$ cat src/rtl/pmctl_pkg.sv
package pmctl_pkg;
  localparam int REG_W = 32;

  // Big-endian field numbering: field bit n lives at data index REG_W-1-n.
  function automatic int be_pos(input int n);
    return REG_W - 1 - n;
  endfunction

  localparam int POS_TFLAG  = be_pos(19);
  localparam int POS_CLKSEL = be_pos(21);
  localparam int POS_MODE_H = be_pos(22);
  localparam int POS_MODE_L = be_pos(23);
  localparam int POS_CSREN  = be_pos(24);
  localparam int POS_LOLEN  = be_pos(25);
  localparam int POS_PDEN   = be_pos(26);

  typedef enum logic [1:0] {
    MODE_NORMAL = 2'b00,
    MODE_DOZE   = 2'b01,
    MODE_SLEEP  = 2'b10,
    MODE_DEEP   = 2'b11
  } pm_mode_e;
endpackage

$ cat src/rtl/pmctl_field.sv
module pmctl_field
  import pmctl_pkg::*;
#(
  parameter int NUM_TMR = 4
) (
  input  logic               clk,
  input  logic               rst,
  input  logic               wr_en,
  input  logic [REG_W-1:0]   wdata,
  input  logic [NUM_TMR-1:0] tmr_irq,
  input  logic               async_irq,
  output logic               tflag,
  output pm_mode_e           mode,
  output logic               clksel,
  output logic               csr_en,
  output logic               lol_en,
  output logic               pd_en
);
  logic     any_tmr;
  logic     clr_req;
  pm_mode_e mode_wr;

  assign any_tmr = |tmr_irq;
  assign clr_req = wr_en & wdata[POS_TFLAG];
  assign mode_wr = pm_mode_e'(wdata[POS_MODE_H:POS_MODE_L]);

  // Sticky flag: a new event beats a clear in the same cycle.
  always_ff @(posedge clk) begin
    if (rst) tflag <= 1'b0;
    else     tflag <= (tflag & ~clr_req) | any_tmr;
  end

  // Mode field: wake first, then writes only from normal with no pending event.
  always_ff @(posedge clk) begin
    if (rst)
      mode <= MODE_NORMAL;
    else if (async_irq)
      mode <= MODE_NORMAL;
    else if (wr_en && mode == MODE_NORMAL && !tflag)
      mode <= mode_wr;
  end

  always_ff @(posedge clk) begin
    if (rst) begin
      clksel <= 1'b0;
      csr_en <= 1'b0;
      lol_en <= 1'b0;
      pd_en  <= 1'b0;
    end else if (wr_en) begin
      clksel <= wdata[POS_CLKSEL];
      csr_en <= wdata[POS_CSREN];
      lol_en <= wdata[POS_LOLEN];
      pd_en  <= wdata[POS_PDEN];
    end
  end

  assert_sticky_R1: assert property (@(posedge clk) disable iff (rst)
    (tflag && !clr_req) |=> tflag);
  assert_set_src_R1: assert property (@(posedge clk) disable iff (rst)
    $rose(tflag) |-> $past(any_tmr));
  assert_tie_R2: assert property (@(posedge clk) disable iff (rst)
    any_tmr |=> tflag);
  assert_block_R3: assert property (@(posedge clk) disable iff (rst)
    ($past(mode) == MODE_NORMAL && mode != MODE_NORMAL) |-> !$past(tflag));
  assert_lock_R4: assert property (@(posedge clk) disable iff (rst)
    (!$past(rst) && $past(mode) != MODE_NORMAL && mode != $past(mode))
      |-> (mode == MODE_NORMAL && $past(async_irq)));
  assert_wake_R5: assert property (@(posedge clk) disable iff (rst)
    async_irq |=> mode == MODE_NORMAL);
endmodule

$ cat src/rtl/pmctl_event.sv
module pmctl_event (
  input  logic clk,
  input  logic rst,
  input  logic lol,
  input  logic chkstop,
  input  logic dbg_chk_en,
  input  logic csr_en,
  input  logic lol_en,
  output logic hreset_req,
  output logic dbg_req
);
  logic lol_q, chk_q;
  logic lol_rise, chk_rise;

  assign lol_rise = lol & ~lol_q;
  assign chk_rise = chkstop & ~chk_q;

  always_ff @(posedge clk) begin
    if (rst) begin
      lol_q       <= 1'b0;
      chk_q       <= 1'b0;
      hreset_req  <= 1'b0;
      dbg_req     <= 1'b0;
    end else begin
      lol_q       <= lol;
      chk_q       <= chkstop;
      // Debug enable overrides the checkstop reset.
      hreset_req  <= (lol_rise & lol_en) | (chk_rise & ~dbg_chk_en & csr_en);
      dbg_req     <= chk_rise & dbg_chk_en;
    end
  end

  assert_hr_cause_R7: assert property (@(posedge clk) disable iff (rst)
    hreset_req |-> ($past(lol) && $past(lol_en)) || ($past(chkstop) && $past(csr_en)));
  assert_dbg_cause_R8: assert property (@(posedge clk) disable iff (rst)
    dbg_req |-> ($past(chkstop) && $past(dbg_chk_en)));
  assert_dbg_pulse_R8: assert property (@(posedge clk) disable iff (rst)
    dbg_req |=> !dbg_req);
  assert_excl_R8: assert property (@(posedge clk) disable iff (rst)
    (dbg_req && hreset_req) |-> $past(lol));
endmodule

$ cat src/rtl/pmctl_top.sv
module pmctl_top
  import pmctl_pkg::*;
#(
  parameter int NUM_TMR = 4
) (
  input  logic               clk,
  input  logic               rst,
  input  logic               wr_en,
  input  logic [31:0]        wdata,
  output logic [31:0]        rdata,
  input  logic [NUM_TMR-1:0] tmr_irq,
  input  logic               async_irq,
  input  logic               chkstop,
  input  logic               dbg_chk_en,
  input  logic               lol,
  output logic [1:0]         mode_o,
  output logic               clksel_o,
  output logic               pulldn_o,
  output logic               hreset_req,
  output logic               dbg_req
);
  logic     tflag, clksel, csr_en, lol_en, pd_en;
  pm_mode_e mode;

  pmctl_field #(.NUM_TMR(NUM_TMR)) u_field (
    .clk       (clk),
    .rst       (rst),
    .wr_en     (wr_en),
    .wdata     (wdata),
    .tmr_irq   (tmr_irq),
    .async_irq (async_irq),
    .tflag     (tflag),
    .mode      (mode),
    .clksel    (clksel),
    .csr_en    (csr_en),
    .lol_en    (lol_en),
    .pd_en     (pd_en)
  );

  pmctl_event u_event (
    .clk        (clk),
    .rst        (rst),
    .lol        (lol),
    .chkstop    (chkstop),
    .dbg_chk_en (dbg_chk_en),
    .csr_en     (csr_en),
    .lol_en     (lol_en),
    .hreset_req (hreset_req),
    .dbg_req    (dbg_req)
  );

  always_comb begin
    rdata                         = '0;
    rdata[POS_TFLAG]              = tflag;
    rdata[POS_CLKSEL]             = clksel;
    rdata[POS_MODE_H:POS_MODE_L]  = mode;
    rdata[POS_CSREN]              = csr_en;
    rdata[POS_LOLEN]              = lol_en;
    rdata[POS_PDEN]               = pd_en;
  end

  assign mode_o   = mode;
  assign clksel_o = clksel;
  assign pulldn_o = pd_en & (mode == MODE_SLEEP || mode == MODE_DEEP);

  assert_pd_mode_R9: assert property (@(posedge clk) disable iff (rst)
    pulldn_o |-> mode_o[1]);
endmodule

$ cat config.mk
export PLATFORM = sky130hd
export DESIGN_NAME = pmctl_top
export DESIGN_NICKNAME = d
export VERILOG_FILES = /design/src/rtl/pmctl_pkg.sv /design/src/rtl/pmctl_field.sv /design/src/rtl/pmctl_event.sv /design/src/rtl/pmctl_top.sv
export SDC_FILE = /design/constraint.sdc
export NUM_CORES = 1
export LEC_CHECK = 0
export ABC_AREA = 1
export CAP_MARGIN = 5
export CORE_ASPECT_RATIO = 1.25
export CORE_MARGIN = 8
export CORE_UTILIZATION = 25
export DETAILED_ROUTE_END_ITERATION = 7
export GPL_TIMING_DRIVEN = 0
export PLACE_DENSITY_LB_ADDON = 0.25
export SYNTH_ARGS = -nofsm -noshare
export SYNTH_HDL_FRONTEND = slang
export SYNTH_HIERARCHICAL = 1
export SYNTH_SLANG_ARGS = --single-unit
$ cat constraint.sdc
create_clock -name clk -period 0.8 [get_ports clk]
set_input_delay 0.16 -clock clk [delete_from_list [all_inputs] [get_ports clk]]
set_output_delay 0.16 -clock clk [all_outputs]
set_load 0.01 [all_outputs]
==> results_dict.tcl <==
set metrics [dict create \
    worstPathRequired_ps 640 \
    status "complete, but fails checks" \
    start_util_pct 26.4 \
    vias 625 \
    avgSynthCellArea_um2 7.54 \
    synth_warnings 6 \
    drv_cap 0 \
    violations "negative setup slack" \
    r2r_end "u_field/mode[0]$_SDFFE_PP0P_" \
    grt_pass1_wl_um 2620 \
    pwr_density_cell_nw_per_um2 1170 \
    clock_latency_ps 260 \
    cts_tree "yes" \
    mostFrequentLayoutCells "buf_4, conb_1, buf_6, clkdlybuf4s50_1, nand2_1" \
    pwr-share-comb_pct 29.6 \
    ys_seq_area_share_pct 34.0 \
    dp_hpwl_um 1460 \
    hp-class "input port to flip-flop" \
    grt_pass1_vias 634 \
    post-route-period-util_pct 124 \
    drcViolationCount 0 \
    reg2reg_from "u_field/mode[0]$_SDFFE_PP0P_" \
    routed_via_density 3.49 \
    grt_max_degree 10 \
    netSwitchingPower_uw 346 \
    die_area_um2 4490 \
    finalMaxSlewViolations 0 \
    setup_viol 15 \
    cp_max_fo 5 \
    num_antenna_cells 0 \
    drt_iter0_drc 10 \
    setup_ws_ps -192 \
    row_count 20 \
    wl_per_cell_um 9.74 \
    synth_top_family_by_area "buffers and inverters" \
    dp.cells 173 \
    worstPathArrival_ps 830 \
    p_int_uw 1010 \
    antenna_found_initial 0 \
    core_um2 2450 \
    r2r_setup_slack_ps -120 \
    rsz0062_at_grt "true" \
    min_from "wr_en" \
    clock_path_buffers 2 \
    crit_type "flip-flop to primary output" \
    hold_viol 0 \
    grt_usage_pct 7.50 \
    final_common_cell "buf_4" \
    ys_types 12 \
    synth_seq_cells 11 \
    syn2layout_area_growth_pct 78.0 \
    ir_drop_mv 0.429 \
    p_leak_uw 0.000613 \
    finalCoreUtilization_pct 47.0 \
    cts_buffers 3 \
    max_freq_mhz 1010 \
    endpoint_kind "primary output" \
    cts_root_buf "clkbuf_4" \
    swShare_pct 25.6 \
    cts_max_level 1 \
    dr.pass1.iters 5 \
    globalplace.congestion 0.740 \
    critPathLaunchType "flip-flop" \
    cts_sinks 11 \
    pwr-share-seq_pct 43.6 \
    min_period_ps 992 \
    port_buffers 30 \
    drive_gt1_share_pct 43.8 \
    r2r_cells 4 \
    die_y_um 72.9 \
    fin_cells 179 \
    yosys.area.top_type "buf_4" \
    hold_buffers 0 \
    synth_fa_ha_area_share_pct 0 \
    synth.area.top_cells "buf_4, dfxtp_1, nand2_1, a21oi_1, inv_1" \
    wirelength_um 1740 \
    syn_area_um2 648 \
    gr-total-overflow 0 \
    synth_compound_gate_area_share_pct 5.60 \
    skew_ps 0.451 \
    syn_inst 86 \
    clkPwrFrac_pct 26.8 \
    nets 190 \
    synthSimpleGateAreaFrac_pct 17.6 \
    synth_mux_area_share_pct 0 \
    synth_xor_area_share_pct 0 \
    hold_end "u_field/lol_en$_SDFFE_PP0P_" \
    clk_pin_slew_ps 70 \
    ios 81 \
    postRouteAntennaNets 0 \
    hold_depth 3 \
    fp.dieW_um 61.5 \
    synth_top_area_share_pct 37.1 \
]
layer usage:
layer	wire (um)	part of all wire, %	global-route usage (%)
met5	0	0	0
met4	6	0.34	1.52
met3	283	16	4.94
met2	821	47	13.0
met1	632	36	7.05
state kept, by name, indices dropped and copies added (netlist names):
name                cells
u_event/chk_q           1
u_event/dbg_req         1
u_event/hreset_req      1
u_event/lol_q           1
u_field/clksel          1
u_field/csr_en          1
u_field/lol_en          1
u_field/mode            2
u_field/pd_en           1
u_field/tflag           1
cell type report:
type	count	area, um^2
clock buffers	4	26.3
flip-flops and latches	11	231
plain buffers	30	244
repair buffers	34	325
fillers	274	1300
well taps	33	41.3
inverters	9	33.8
multi-input cells	58	251
what timing repair did:
item | in CTS | in global routing
resized for setup | 74 | 5
pin swaps | 0 | 0
endpoints found under the setup margin | 24 | 15
setup buffers | 4 | 0
endpoints found under the hold margin | 0 | 0
gates cloned | 0 | 0
per-stage QoR:
stage	hold WS (ps)	worst slack (ps)	total power, uW	setup TNS (ps)	cell area, um^2
final	384	-192	1350	-1740	1150
after global routing	403	-223	1430	-2270	1150
after CTS	380	-203	1360	-1800	1130
after detailed placement	474	-547	978	-7980	1080
after global placement	464	-530	974	-7800	1080
after floorplan	229	78.7	821	0	738
critical path: stages, from the launching register on:
cell,delay [ps]
dfxtp_4,360
buf_6,110
buf_6,110
kinds of logic (layout without fill, tap and decap cells):
logic type	after synthesis	in the layout
buf+inv	41	77
compound gates	7	7
flops	11	11
other cells	1	25
simple gates	26	26
synth_stat cells:
library cell / count
nand3_1: 5
nand2_1: 12
nor2_2: 3
inv_2: 1
inv_1: 8
a21oi_1: 6
or2_2: 1
dfxtp_1: 11
a31oi_1: 1
nor2_1: 5
conb_1: 1
buf_4: 32
power groups by stage:
stage / clock network, uW / registers (uW) / logic (uW)
floorplan: 0 / 602 / 219
global placement: 0 / 601 / 373
detailed placement: 0 / 601 / 377
CTS: 372 / 592 / 392
global route: 403 / 593 / 438
finish: 362 / 590 / 400
worst max-delay path by stage:
stage / from / end / slack [ps] / cells after the start
final: u_field/mode[1]$_SDFFE_PP0P_ / rdata[9] / -190 / 2
after global routing: u_field/mode[1]$_SDFFE_PP0P_ / pulldn_o / -220 / 3
after CTS: u_field/mode[1]$_SDFFE_PP0P_ / rdata[9] / -200 / 2
after detailed placement: rst / u_field/mode[0]$_SDFFE_PP0P_ / -550 / 3
after global placement: rst / u_field/mode[1]$_SDFFE_PP0P_ / -530 / 3
after floorplan: u_field/mode[0]$_SDFFE_PP0P_ / u_field/mode[1]$_SDFFE_PP0P_ / 80 / 3
No activity file was read; power rests on OpenSTA's default activity.
